--- config.mk ---
export PLATFORM = sky130hd
export DESIGN_NAME = seg_xlate_unit
export DESIGN_NICKNAME = d
export VERILOG_FILES = /design/src/rtl/seg_xlate_pkg.sv /design/src/rtl/seg_limit_scale.sv /design/src/rtl/seg_desc_fetch.sv /design/src/rtl/seg_cache_bank.sv /design/src/rtl/seg_xlate_unit.sv
export SDC_FILE = /design/constraint.sdc
export NUM_CORES = 1
export LEC_CHECK = 0
export ABC_AREA = 1
export ABC_CLOCK_PERIOD_IN_PS = 7600
export CORE_AREA = 2 2 244 246
export DETAILED_ROUTE_END_ITERATION = 10
export DIE_AREA = 0 0 246 248
export GPL_TIMING_DRIVEN = 1
export PLACE_DENSITY = 0.77
export SYNTH_ARGS = -nofsm -noshare
export SYNTH_HDL_FRONTEND = slang
export SYNTH_HIERARCHICAL = 1
export SYNTH_SLANG_ARGS = --single-unit
--- constraint.sdc ---
create_clock -name clk -period 7.6 [get_ports clk]
set_input_delay 1.14 -clock clk [delete_from_list [all_inputs] [get_ports clk]]
set_output_delay 1.14 -clock clk [all_outputs]
set_load 0.03 [all_outputs]
--- src/rtl/seg_xlate_pkg.sv ---
package seg_xlate_pkg;

   // Contents of one hidden descriptor cache entry
   typedef struct packed {
      logic [31:0] base;
      logic [31:0] lim;   // already scaled by granularity
      logic [15:0] sel;
   } seg_entry_t;

   typedef enum logic [1:0] {
      LF_NONE = 2'd0,
      LF_PRIV = 2'd1,
      LF_NP   = 2'd2
   } ld_fault_e;

   typedef enum logic [1:0] {
      FS_IDLE,
      FS_RD_LO,
      FS_RD_HI,
      FS_CHECK
   } fetch_state_e;

endpackage

--- src/rtl/seg_limit_scale.sv ---
module seg_limit_scale #(
   parameter int AW         = 32,
   parameter int LIMIT_W    = 20,
   parameter int GRAN_SHIFT = 12
) (
   input  logic [LIMIT_W-1:0] raw_lim,
   input  logic               gran,
   output logic [AW-1:0]      eff_lim
);
   localparam int SCALED_W = LIMIT_W + GRAN_SHIFT;

   generate
      if (SCALED_W == AW) begin : g_exact
         assign eff_lim = gran ? {raw_lim, {GRAN_SHIFT{1'b1}}} : AW'(raw_lim);
      end else begin : g_bad_width
         $error("seg_limit_scale: LIMIT_W + GRAN_SHIFT must equal AW");
         assign eff_lim = '0;
      end
   endgenerate

endmodule

--- src/rtl/seg_desc_fetch.sv ---
module seg_desc_fetch
   import seg_xlate_pkg::*;
#(
   parameter int AW = 32,
   parameter int RW = 3
) (
   input  logic          clk,
   input  logic          rst_n,
   input  logic          start,
   input  logic [RW-1:0] start_reg,
   input  logic [15:0]   start_sel,
   input  logic [AW-1:0] gdt_base,
   input  logic [AW-1:0] ldt_base,
   output logic          mem_req,
   output logic [AW-1:0] mem_addr,
   input  logic          mem_rvalid,
   input  logic [31:0]   mem_rdata,
   output logic          busy,
   output logic          desc_valid,
   output logic [RW-1:0] tgt_reg,
   output logic [15:0]   tgt_sel,
   output logic [31:0]   desc_lo,
   output logic [31:0]   desc_hi
);
   localparam int DESC_SHIFT = 3;          // 8 bytes per descriptor
   localparam int WORD_BYTES = 4;

   fetch_state_e  state_q;
   logic [AW-1:0] addr_q;
   logic [31:0]   lo_q, hi_q;
   logic [RW-1:0] reg_q;
   logic [15:0]   sel_q;
   logic [AW-1:0] tbl_base;

   assign tbl_base = start_sel[2] ? ldt_base : gdt_base;

   always_ff @(posedge clk) begin
      if (!rst_n) begin
         state_q <= FS_IDLE;
         addr_q  <= '0;
         lo_q    <= '0;
         hi_q    <= '0;
         reg_q   <= '0;
         sel_q   <= '0;
      end else begin
         case (state_q)
            FS_IDLE: if (start) begin
               reg_q   <= start_reg;
               sel_q   <= start_sel;
               addr_q  <= tbl_base + AW'({start_sel[15:3], {DESC_SHIFT{1'b0}}});
               state_q <= FS_RD_LO;
            end
            FS_RD_LO: if (mem_rvalid) begin
               lo_q    <= mem_rdata;
               addr_q  <= addr_q + AW'(WORD_BYTES);
               state_q <= FS_RD_HI;
            end
            FS_RD_HI: if (mem_rvalid) begin
               hi_q    <= mem_rdata;
               state_q <= FS_CHECK;
            end
            default: state_q <= FS_IDLE;
         endcase
      end
   end

   assign mem_req    = (state_q == FS_RD_LO) || (state_q == FS_RD_HI);
   assign mem_addr   = addr_q;
   assign busy       = (state_q != FS_IDLE);
   assign desc_valid = (state_q == FS_CHECK);
   assign tgt_reg    = reg_q;
   assign tgt_sel    = sel_q;
   assign desc_lo    = lo_q;
   assign desc_hi    = hi_q;

endmodule

--- src/rtl/seg_cache_bank.sv ---
module seg_cache_bank
   import seg_xlate_pkg::*;
#(
   parameter int NUM_SEGS = 6,
   parameter int CODE_SEG = 1,
   parameter int RW       = 3
) (
   input  logic          clk,
   input  logic          rst_n,
   input  logic          wr_en,
   input  logic [RW-1:0] wr_idx,
   input  seg_entry_t    wr_ent,
   input  logic [RW-1:0] rd_idx,
   output seg_entry_t    rd_ent,
   output logic          rd_hit,
   output logic [1:0]    cpl
);
   seg_entry_t ents [NUM_SEGS];

   genvar g;
   generate
      for (g = 0; g < NUM_SEGS; g++) begin : g_seg
         always_ff @(posedge clk) begin
            if (!rst_n) begin
               ents[g].base <= '0;
               ents[g].lim  <= '1;
               ents[g].sel  <= '0;
            end else if (wr_en && (wr_idx == RW'(g))) begin
               ents[g] <= wr_ent;
            end
         end
      end
   endgenerate

   always_comb begin
      rd_ent = '0;
      rd_hit = 1'b0;
      for (int i = 0; i < NUM_SEGS; i++) begin
         if (rd_idx == RW'(i)) begin
            rd_ent = ents[i];
            rd_hit = 1'b1;
         end
      end
   end

   assign cpl = ents[CODE_SEG].sel[1:0];

endmodule

--- src/rtl/seg_xlate_unit.sv ---
module seg_xlate_unit
   import seg_xlate_pkg::*;
#(
   parameter int NUM_SEGS   = 6,
   parameter int CODE_SEG   = 1,
   parameter int AW         = 32,
   parameter int LIMIT_W    = 20,
   parameter int GRAN_SHIFT = 12,
   localparam int RW        = $clog2(NUM_SEGS)
) (
   input  logic          clk,
   input  logic          rst_n,
   input  logic [AW-1:0] gdt_base,
   input  logic [AW-1:0] ldt_base,
   input  logic          ld_valid,
   input  logic [RW-1:0] ld_reg,
   input  logic [15:0]   ld_sel,
   output logic          busy,
   output logic          ld_done,
   output logic          ld_fault,
   output logic [1:0]    ld_fault_code,
   output logic          mem_req,
   output logic [AW-1:0] mem_addr,
   input  logic          mem_rvalid,
   input  logic [31:0]   mem_rdata,
   input  logic          xl_valid,
   input  logic [RW-1:0] xl_reg,
   input  logic [AW-1:0] xl_offset,
   output logic          xl_ok,
   output logic          xl_fault,
   output logic [AW-1:0] xl_lin,
   output logic [1:0]    cpl
);
   generate
      if (CODE_SEG >= NUM_SEGS) begin : g_bad_code
         $error("seg_xlate_unit: CODE_SEG out of range");
      end
      if (AW != 32) begin : g_bad_aw
         $error("seg_xlate_unit: descriptor base is 32 bits wide");
      end
   endgenerate

   // ---------------- descriptor fetch ----------------
   logic          start;
   logic          desc_valid;
   logic [RW-1:0] tgt_reg;
   logic [15:0]   tgt_sel;
   logic [31:0]   desc_lo, desc_hi;

   assign start = ld_valid && !busy && (ld_reg < RW'(NUM_SEGS));

   seg_desc_fetch #(.AW(AW), .RW(RW)) u_fetch (
      .clk(clk), .rst_n(rst_n), .start(start), .start_reg(ld_reg),
      .start_sel(ld_sel), .gdt_base(gdt_base), .ldt_base(ldt_base),
      .mem_req(mem_req), .mem_addr(mem_addr), .mem_rvalid(mem_rvalid),
      .mem_rdata(mem_rdata), .busy(busy), .desc_valid(desc_valid),
      .tgt_reg(tgt_reg), .tgt_sel(tgt_sel), .desc_lo(desc_lo), .desc_hi(desc_hi)
   );

   // ---------------- descriptor decode ----------------
   logic [31:0]        d_base;
   logic [LIMIT_W-1:0] d_lim;
   logic               d_gran, d_present;
   logic [1:0]         d_dpl;
   logic [AW-1:0]      d_eff_lim;

   assign d_base    = {desc_hi[31:24], desc_hi[7:0], desc_lo[31:16]};
   assign d_lim     = LIMIT_W'({desc_hi[19:16], desc_lo[15:0]});
   assign d_gran    = desc_hi[23];
   assign d_present = desc_hi[15];
   assign d_dpl     = desc_hi[14:13];

   seg_limit_scale #(.AW(AW), .LIMIT_W(LIMIT_W), .GRAN_SHIFT(GRAN_SHIFT)) u_scale (
      .raw_lim(d_lim), .gran(d_gran), .eff_lim(d_eff_lim)
   );

   // ---------------- load checks ----------------
   logic [1:0] rpl, eff_pl;
   logic       np_flt, priv_flt, commit;
   seg_entry_t new_ent;

   assign rpl      = tgt_sel[1:0];
   assign eff_pl   = (cpl > rpl) ? cpl : rpl;
   assign np_flt   = !d_present;
   assign priv_flt = (tgt_reg != RW'(CODE_SEG)) && (eff_pl > d_dpl);
   assign commit   = desc_valid && !np_flt && !priv_flt;

   assign new_ent.base = d_base;
   assign new_ent.lim  = d_eff_lim;
   assign new_ent.sel  = tgt_sel;

   ld_fault_e code_d;
   always_comb begin
      code_d = LF_NONE;
      if (desc_valid) begin
         if (np_flt)        code_d = LF_NP;
         else if (priv_flt) code_d = LF_PRIV;
      end
   end

   always_ff @(posedge clk) begin
      if (!rst_n) begin
         ld_done       <= 1'b0;
         ld_fault      <= 1'b0;
         ld_fault_code <= LF_NONE;
      end else begin
         ld_done       <= desc_valid;
         ld_fault      <= desc_valid && (np_flt || priv_flt);
         ld_fault_code <= code_d;
      end
   end

   // ---------------- cache and translation ----------------
   seg_entry_t rd_ent;
   logic       rd_hit;

   seg_cache_bank #(.NUM_SEGS(NUM_SEGS), .CODE_SEG(CODE_SEG), .RW(RW)) u_bank (
      .clk(clk), .rst_n(rst_n), .wr_en(commit), .wr_idx(tgt_reg),
      .wr_ent(new_ent), .rd_idx(xl_reg), .rd_ent(rd_ent), .rd_hit(rd_hit),
      .cpl(cpl)
   );

   logic xl_bad;
   assign xl_bad   = !rd_hit || (xl_offset > rd_ent.lim);
   assign xl_fault = xl_valid && xl_bad;
   assign xl_ok    = xl_valid && !xl_bad;
   assign xl_lin   = xl_ok ? (rd_ent.base + xl_offset) : '0;

endmodule

# Yosys cells after proc, flatten, opt, wreduce, memory -nomap -nowiden
# Memory sizes are Yosys's and may differ from the RTL's.
# Index checks and enable logic that the tools add are counted.
[totals]
regBits = 121
latchBits = 0
ramBits = 480
rom_bits = 0
inputBits = 155
n_memories = 1
[op_classes]
n_addsub = 3
n_mul = 0
n_div = 0
magnitude_cmp = 4
n_eq_ne = 17
shifts = 0
mux = 50
bitwise_logic = 6
n_reduce_logical = 34
[mem_list]
columns = ["name", "words", "width", "read_ports", "rd_ports_with_merged_regs", "wr", "line", "rtl"]
rows = [
  ["u_bank.ents", 6, 80, 6, 0, 6, "seg_cache_bank.sv:18", "seg_entry_t ents [NUM_SEGS];"],
]
[ops]
columns = ["cell", "count"]
rows = [
  ["2-to-1 mux 80 bit", 12],
  ["2-to-1 mux 32 bit", 5],
  ["one-hot mux 32 bit (2 select lines)", 1],
  ["adder 32 x 16 -> 32 bit", 1],
  ["adder 32 x 3 -> 32 bit (second input constant)", 1],
  ["adder 32 bit", 1],
  ["> comparator 32 bit", 1],
  ["2-to-1 mux 1 bit", 26],
  ["logical AND 1 bit", 14],
  ["equality test 3 x 2 -> 1 bit (second input constant)", 4],
  ["equality test 3 bit (second input constant)", 4],
  ["2-to-1 mux 2 bit", 5],
  ["AND reduction 3 bit", 3],
  ["AND reduction 2 bit", 4],
  ["equality test 3 x 1 -> 1 bit (second input constant)", 2],
  ["zero test 3 bit", 2],
  ["!= test 2 bit (second input constant)", 3],
  ["OR 1 bit", 6],
  ["one-hot mux 2 bit (3 select lines)", 1],
  ["zero test 1 bit", 5],
  ["equality test 2 bit (second input constant)", 2],
  ["> comparator 2 bit", 2],
  ["nonzero test 2 bit", 2],
  ["logical OR 1 bit", 3],
  ["other kinds (4)", 4],
]

# Depth between registers and ports, before layout
[depth]
depth_word = 12
depth_mapped = 24

# Hierarchy
# Netlist, hierarchy kept.
[by_module_without_submodules]
columns = ["mod", "n_inst", "cells_per_inst", "area_per_inst_um2", "seq_area_each_um2"]
rows = [
  ["seg_cache_bank", 1, 2009, 20791.2, 14413.8],
  ["seg_desc_fetch", 1, 1071, 6831.6, 2342.2],
  ["seg_xlate_unit", 1, 599, 3393.3, 80.1],
  ["seg_limit_scale", 1, 64, 276.5, 0.0],
]

# Worst setup path before layout
# OpenSTA, ideal clock, no wires.
[synth_timing]
kind = "register to register"
start = "memory u_bank/ents[0][81] in the netlist's numbering"
end = "memory u_bank/ents[2][100] in the netlist's numbering, enable pin"
setup_ps = 636
t_arrival_ps = 7747
path_slack_ps = -783
path_stages_with_launch = 16
n_path_buf = 1
synth_period_minus_slack_ps = 8383
cell_sequence = "edfxtp_1 -> buf_4 -> inv_1 -> ha_1 -> o22ai_1 -> nor2_1 -> a21oi_1 -> ha_1 -> nor2_1 -> o221ai_1 -> nand2_1 -> inv_1 -> nand2_1 -> inv_1 -> nand2_1 -> o31ai_1"
[synth_lines]
columns = ["element", "line"]
rows = [
  ["start, declared", "seg_cache_bank.sv:18"],
]

==> results.sh <==
export IMPL_via_per_inst=5.45
export IMPL_drc=0
export IMPL_path_buf_inv=4
export IMPL_rsz0062_at_grt="no"
export IMPL_finalSetupTns_ns=0
export IMPL_worst_setup_path_end_kind="primary output"
export IMPL_drt_wl_total_microns=80400
export IMPL_syn_area_sq_um=26600
export IMPL_die_area_sq_um=61000
export IMPL_clockBufferDepth=3
export IMPL_r2r_slack_ns=3.53
export IMPL_leakage_nw=12.0
export IMPL_finalHoldViolations=0
export IMPL_cts_reportedPaths_clkPinSlew_ns=0.06
export IMPL_fin_util=0.530
export IMPL_yosysWarnings=6
export IMPL_cts_sinks=485
export IMPL_period_needed_ns=7.01
export IMPL_num_rows=89
export IMPL_setup_viol=0
export IMPL_core_sq_um=58500
export IMPL_clk_insertion_delay_late_ns=0.60
export IMPL_outcome="completed"
export IMPL_timing_final_ws_setup_ns=0.594
export IMPL_cp_max_fo=37
export IMPL_period_share=0.922
export IMPL_place_gp_congestion=0.965
export IMPL_peakVddDrop_mv=0.167
export IMPL_die_x_microns=246
export IMPL_worstHoldStart="u_fetch/mem_addr[0]$_SDFFE_PN0P_"
export IMPL_hold_path_class="flip-flop to flip-flop"
export IMPL_h_tree_depth=2
export IMPL_r2r_end="u_bank/ents[2][103]$_SDFFCE_PN1P_"
export IMPL_initialDrtViolationCount=2065
export IMPL_grt_pass1_vias=22100
export IMPL_hold_depth=2
export IMPL_cts_resized=0
export IMPL_cpMaxStageDelayCell="clkdlybuf4s50_1"
export IMPL_cpPeakStageDelay_ns=0.72
export IMPL_grtUsageTotal=0.262
export IMPL_r2r_cells=15
export IMPL_timing_rr_start="u_bank/ents[0][81]$_SDFFCE_PN0P_"
export IMPL_antenna_found_initial=3
export IMPL_place_hpwl_microns=52100
export IMPL_post_synth_cell_area_avg_sq_um=8.09
export IMPL_overflow=0
export IMPL_drv_cap=0
export IMPL_dpl_worst_slack_ns=0.663
export IMPL_worstPathArrival_ns=5.87
export IMPL_fin_nets=3671
export IMPL_drv_slew=0
export IMPL_wl_per_cell_microns=18.9
export IMPL_synthCells=3291
export IMPL_start_util=0.456
export IMPL_power_total_w=0.00771
export IMPL_post_cts_setup_buffers=0
export IMPL_cp_data_required_time_ns=6.46
export IMPL_fp_dieH_microns=248
export IMPL_crit_family="simple AND/OR/NAND/NOR gates"
export IMPL_crit_top_cell="nor2_1"
export IMPL_drt_pass1_iter_count=6
export IMPL_largest_reg_flops=386
export IMPL_worst_slew_pin_slew_ns=1.15
export IMPL_synthesis_nets=3534
export IMPL_port_buffers=228
export IMPL_grt_pass1_wl_microns=123000
export IMPL_path_class="primary input to primary output"
export IMPL_ctsRootBufferMaster="clkbuf_16"
export IMPL_cp_start_kind="primary input"
export IMPL_regMostFlops="u_bank/ents"
export IMPL_cp_depth=18
export IMPL_slew_headroom=0.231
export IMPL_ios=229
export IMPL_max_clock_freq_mhz=143
export IMPL_drive_above_1_share=0.0600
export IMPL_hold_path_end="u_fetch/mem_addr[0]$_SDFFE_PN0P_"
export IMPL_fin_skew_ns=0.0279
export IMPL_cts_tree="done"
export IMPL_ant_nets=0
export IMPL_syn_to_final_growth_pct=16.3
export IMPL_cts_made_buffers=49
export IMPL_grt_max_degree=132
export IMPL_via_count=23100
export IMPL_path_cells="clkdlybuf4s50_1, nand3_2, buf_12, nor2_1, nor2_1, nand4_1, inv_1, ha_1, a21oi_1, nor2_1, nor2_1, nand3_1, a21oi_1, nand2_1, nand2_2, nand3_4, nor2_1, clkdlybuf4s50_1"
export IMPL_cts_hold_buf=0
export IMPL_p_per_area_nw_per_um2=249
[where the power goes]
group | internal [W] | switching [W] | total, W
logic | 0.000701 | 0.00141 | 0.00211
clock network | 0.00134 | 0.00102 | 0.00235
registers | 0.00305 | 0.000195 | 0.00324
[placed cells by master (no fill, tap or decap), types with 3 or more instances in the layout]
cell type        instances
clkinv_1                 4
clkbuf_16               49
clkbuf_1                23
inv_1                  320
a21oi_2                  5
o21bai_1                 8
a21oi_1                116
or2_2                    8
or2_1                   11
buf_12                   5
inv_6                    3
o21ai_1                  7
nor3_4                   3
nand4_1                145
nor2_4                   5
bufinv_16                3
nand3_1                147
nand2_1                904
xnor2_1                 23
ha_1                    86
a21o_1                   3
o21a_1                   4
nand2_4                  8
a31oi_1                  9
nand2_2                 21
clkdlybuf4s50_1        226
edfxtp_1               386
xor2_1                  14
inv_2                   10
buf_4                   29
nand3b_1                 7
clkinv_2                 6
clkbuf_8                 3
o21ai_0                126
dfxtp_1                 99
nor2_2                  33
nand3_2                  5
nor2_1                 568
nor3_1                   9
[cell type report]
class	count	area, sq um
antenna	1	2.50
clock buffer	75	1350
clock inverter	16	183
fill	5336	27500
inverter	334	1260
multi-input combinational	2297	11100
sequential	485	13600
tap	773	967
timing repair buffer	261	2580
[per-stage QoR]
step | cell area (sq um) | instances | hold WS, ns
after detailed placement | 29400 | 4150 | 0.465
after CTS | 31000 | 4241 | 0.478
after global routing | 31000 | 4241 | 0.492
after global placement | 29400 | 4150 | 0.458
after floorplan | 26600 | 3291 | 0.426
final | 31000 | 4242 | 0.475
[worst max path at each step]
stage,start,endpoint
finish,xl_reg[1],xl_lin[29]
global route,xl_reg[1],xl_lin[0]
CTS,xl_reg[1],xl_lin[29]
detailed placement,xl_reg[1],xl_lin[29]
global placement,xl_reg[1],xl_lin[18]
floorplan,u_bank/ents[0][81]$_SDFFCE_PN0P_,u_bank/ents[2][100]$_SDFFCE_PN1P_
[worst register-to-register path, stage by stage (launching register included)]
cell and delay (ns):
edfxtp_1 0.39, inv_1 0.06, ha_1 0.30, o22ai_1 0.21
nor2_1 0.07, a21oi_1 0.14, ha_1 0.16, nor2_1 0.04
o221ai_1 0.18, nand2_1 0.09, inv_1 0.08, nand2_1 0.05
inv_1 0.08, nand2_1 0.11, o31ai_4 0.82, buf_4 0.86
[metal layers]
metal,share of wire,GRT usage,up-vias
met4,0.040,0.108,6
met3,0.11,0.0626,203
met1,0.37,0.315,10700
li1,-,-,11000
met2,0.47,0.449,1264
met5,0.00045,0,-
Note: power is estimated with default switching activity, not from simulation.
